**src/rtl/bcd_lock_pkg.sv**
```systemverilog
package bcd_lock_pkg;
  localparam int unsigned DIGIT_W = 4;
  localparam int unsigned BCD_MAX = 9;
  typedef logic [DIGIT_W-1:0] bcd_t;
endpackage

```
**src/rtl/bcd_digit_match.sv**
```systemverilog
module bcd_digit_match
  import bcd_lock_pkg::*;
#(
  parameter int unsigned NUM_DIGITS = 3,
  parameter logic [NUM_DIGITS*DIGIT_W-1:0] CODE = {4'd1, 4'd7, 4'd5}
) (
  input  bcd_t                  digit_i,
  input  logic [NUM_DIGITS-1:0] step_i,
  output logic                  match_o
);
  logic                  is_bcd;
  logic [NUM_DIGITS-1:0] hit;

  assign is_bcd = (digit_i <= bcd_t'(BCD_MAX));

  for (genvar k = 0; k < NUM_DIGITS; k++) begin : g_step
    assign hit[k] = is_bcd && (digit_i == CODE[k*DIGIT_W +: DIGIT_W]);
  end

  assign match_o = |(hit & step_i);
endmodule

```
**src/rtl/bcd_lock_fsm.sv**
```systemverilog
module bcd_lock_fsm #(
  parameter int unsigned NUM_DIGITS = 3,
  localparam int unsigned NS = NUM_DIGITS + 2
) (
  input  logic          clk_i,
  input  logic          rst_ni,
  input  logic          vld_i,
  input  logic          match_i,
  output logic [NS-1:0] state_o
);
  localparam int unsigned S_ERR = NUM_DIGITS + 1;

  logic [NS-1:0] state_q, state_d;

  always_comb begin
    state_d = state_q;
    if (vld_i) begin
      for (int k = 0; k < NUM_DIGITS; k++) begin
        if (state_q[k]) begin
          state_d[k] = 1'b0;
          if (match_i) state_d[k+1] = 1'b1;  // last step lands on open
          else         state_d[S_ERR] = 1'b1;
        end
      end
    end
  end

  always_ff @(posedge clk_i or negedge rst_ni) begin
    if (!rst_ni) state_q <= NS'(1);
    else         state_q <= state_d;
  end

  assign state_o = state_q;
endmodule

```
**src/rtl/bcd_lock.sv**
```systemverilog
module bcd_lock
  import bcd_lock_pkg::*;
#(
  parameter int unsigned NUM_DIGITS = 3,
  parameter logic [NUM_DIGITS*DIGIT_W-1:0] CODE = {4'd1, 4'd7, 4'd5}
) (
  input  logic               clk_i,
  input  logic               rst_ni,
  input  logic [DIGIT_W-1:0] digit_i,
  input  logic               digit_vld_i,
  output logic               open_o,
  output logic               err_o
);
  localparam int unsigned NS = NUM_DIGITS + 2;

  logic [NS-1:0] state_q;
  logic          match;

  bcd_digit_match #(.NUM_DIGITS(NUM_DIGITS), .CODE(CODE)) u_match (
    .digit_i (digit_i),
    .step_i  (state_q[NUM_DIGITS-1:0]),
    .match_o (match)
  );

  bcd_lock_fsm #(.NUM_DIGITS(NUM_DIGITS)) u_fsm (
    .clk_i   (clk_i),
    .rst_ni  (rst_ni),
    .vld_i   (digit_vld_i),
    .match_i (match),
    .state_o (state_q)
  );

  assign open_o = state_q[NUM_DIGITS];
  assign err_o  = state_q[NUM_DIGITS+1];
endmodule

```
**config.mk**
```make
export PLATFORM = sky130hd
export DESIGN_NAME = bcd_lock
export DESIGN_NICKNAME = d
export VERILOG_FILES = /design/src/rtl/bcd_lock_pkg.sv /design/src/rtl/bcd_digit_match.sv /design/src/rtl/bcd_lock_fsm.sv /design/src/rtl/bcd_lock.sv
export SDC_FILE = /design/constraint.sdc
export NUM_CORES = 1
export LEC_CHECK = 0
export BUFFER_PORTS_ARGS = -buffer_cell sky130_fd_sc_hd__clkbuf_2
export CAP_MARGIN = 30
export CELL_PAD_IN_SITES_DETAIL_PLACEMENT = 2
export CELL_PAD_IN_SITES_GLOBAL_PLACEMENT = 2
export CORE_AREA = 5 5 42 44
export CTS_CLUSTER_DIAMETER = 120
export DETAILED_ROUTE_END_ITERATION = 7
export DIE_AREA = 0 0 47 49
export GPL_TIMING_DRIVEN = 0
export PLACE_DENSITY_LB_ADDON = 0.1
export SLEW_MARGIN = 15
export SYNTH_ARGS = -nofsm -noshare
export SYNTH_HDL_FRONTEND = slang
export SYNTH_SLANG_ARGS = --single-unit
export TNS_END_PERCENT = 100
```
**constraint.sdc**
```tcl
create_clock -name clk_i -period 1.28 [get_ports clk_i]
set_input_delay 0.192 -clock clk_i [delete_from_list [all_inputs] [get_ports clk_i]]
set_output_delay 0.192 -clock clk_i [all_outputs]
set_load 0.02 [all_outputs]
```
==> flow_summary.yaml <==
status:
  status: "completed"
floorplanning:
  row_count: 14
  core-area_um2: 1400
  die_area_um2: 2300
  die_w_um: 47
  die_h_um: 49
  ios: 9
  start_util: 0.170
routing:
  wl_per_cell_um: 13.3
  drt-initial-drc-count: 0
  vias: 217
  ant_nets: 0
  routed_wl_um: 650
  drcViolationCount: 0
  vias_per_cell: 4.43
  dr.pass1.iters: 1
sta:
  min_period_ns: 1.14
  finalClockSkew_ns: 0.00221
  tightest_slew_ns: 0.382
  clock.fmax_mhz: 880
  hold_viol: 0
  hold_slack_ns: 0.181
  maxSlewHeadroom: 0.742
  fin_crit_sh: 0.888
  drv_slew: 0
  setup_viol: 0
  rsz0062_at_grt: "no"
  finalSetupTns_ns: 0
placement:
  gp_congestion: 0.641
  placed_area_um2: 298
  dpl.cell_count: 44
  numPortBuffers: 8
  dp_hpwl_um: 544
synthesis:
  synth_area_um2: 238
  synth_top_area_share: 0.421
  synthTopCellsByCount: "4 x dfrtp_1, 2 x inv_1"
  synth_edf_count: 0
  ys_warn_count: 0
  ys_ff_latch: 5
  ys_types: 16
  yosys_most_used_dff: "dfrtp_1"
  avgSynthCellArea_um2: 11.9
  async_flop_share: 1.00
  seq_area_frac_synth: 0.532
  syn_nets: 27
  yosysMostFrequentCell: "dfrtp_1"
  synth_area_leaders: "dfrtp_1 42%, dfstp_2 11%, mux2_4 6.3%, a22oi_2 5.3%, a32o_1 4.2%"
  yosysTopAreaCell: "dfrtp_1"
  syn_inst: 20
clocking:
  cts_made_buffers: 3
  clkSinkCount: 5
  worstSkewPairLatency_ns: 0.24
  h-tree-depth: 1
  cts_hold_buf: 1
  cts.clk_slew.worst_paths_ns: 0.04
  cts_root_buffer: "clkbuf_4"
  ctsResizeCount: 0
  post_cts_buffers: 0
  cts.path.max_buffers: 2
  cts_tree: "yes"
final_layout:
  drive_above_1_share: 0.424
  largest_reg_flops: 5
  antenna_cells: 0
  mostFrequentLayoutCell: "clkbuf_2"
  design_area_um2: 334
  instances_no_fill: 49
  layout.nets: 41
  final_core_util: 0.238
  layout_common_cells: "8 x clkbuf_2, 4 x dfrtp_1, 3 x clkbuf_4"
  syn_to_final_growth_pct: 40.5
  fillers: 164
setup_path:
  crit_required_ns: 1.38
  slowest_stage: "dfrtp_1"
  startpoint_type: "register"
  crit_arrival_ns: 1.24
  end_kind: "register"
  critPathMaxFanout: 3
  max_stage_delay_ns: 0.38
  crit_type: "register to register"
  crit_chain: "mux2_4, a22oi_2, o22ai_1"
power_and_ir_drop:
  p_leak_nw: 0.156
  peakVddDrop_mv: 0.372
  powerDensity_nw_per_um2: 1130
worst_hold_path:
  hold_path_class: "input port to register"
grt:
  grt_pass1_vias: 246
  grt_max_degree: 7
  grt_use_total: 0.0707
  antenna_found_initial: 0
  grt_pass1_wl_um: 1120
  globalRouteOverflowTotal: 0
run:
  maxCapViolCount: 0
[power by group]
group / internal (W) / switching [W] / total, W
registers: 0.000162 / 0.00000180 / 0.000164
logic: 0.0000154 / 0.0000184 / 0.0000338
clock network: 0.000118 / 0.0000618 / 0.000179
[per-stage QoR]
stage | setup slack (ns) | total power (W)
after floorplan | 0.213 | 0.000177
after global placement | 0.133 | 0.000197
after detailed placement | 0.0316 | 0.000199
after CTS | 0.121 | 0.000388
after global routing | 0.0693 | 0.000400
final | 0.143 | 0.000377
[path summary, 6_finish.rpt]
path	from	end	slack, ns	cells after the start
setup reg to reg	u_fsm.state_o[1]	u_fsm.state_o[1]	0.14	3
hold / removal	digit_vld_i	u_fsm.state_o[0]	0.18	2
min in group asynchronous	rst_ni	u_fsm.state_o[3]	0.31	2
hold reg to reg	u_fsm.state_o[4]	u_fsm.state_o[4]	0.47	1
setup / recovery	u_fsm.state_o[1]	u_fsm.state_o[1]	0.14	3
max in group asynchronous	rst_ni	u_fsm.state_o[0]	0.75	2
[kinds of logic (layout without fill, tap and decap cells)]
family,Yosys count,after routing,synth area share
compound gates,5,5,0.190
simple gates,7,7,0.184
mux,1,1,0.0631
flops,5,5,0.532
buf+inv,2,15,0.0316
[cell type report]
| type | instances | area, µm² | share of cell area |
|---|---|---|---|
| clock buffer | 4 | 26.3 | 0.0787 |
| sequential | 5 | 126 | 0.378 |
| multi-input combinational | 13 | 104 | 0.311 |
| inverter | 2 | 7.51 | 0.0225 |
| tap | 16 | 20.0 | 0.0599 |
| timing repair buffer | 9 | 50.0 | 0.150 |
[per-layer routing]
layer / share of wire / global-route usage / vias up
li1: - / - / 102
met1: 0.41 / 0.0778 / 109
met2: 0.52 / 0.104 / 6
met3: 0.074 / 0.0480 / 0
met4: 0 / 0.0276 / 0
met5: 0 / 0 / -
[critical path: cells and delay by family (launching register included)]
family             cells  cell delay (ns)
AOI/OAI and AO/OA      2             0.36
muxes                  1             0.27
DFF                    1             0.38
Power figures use the tool's default switching activity.
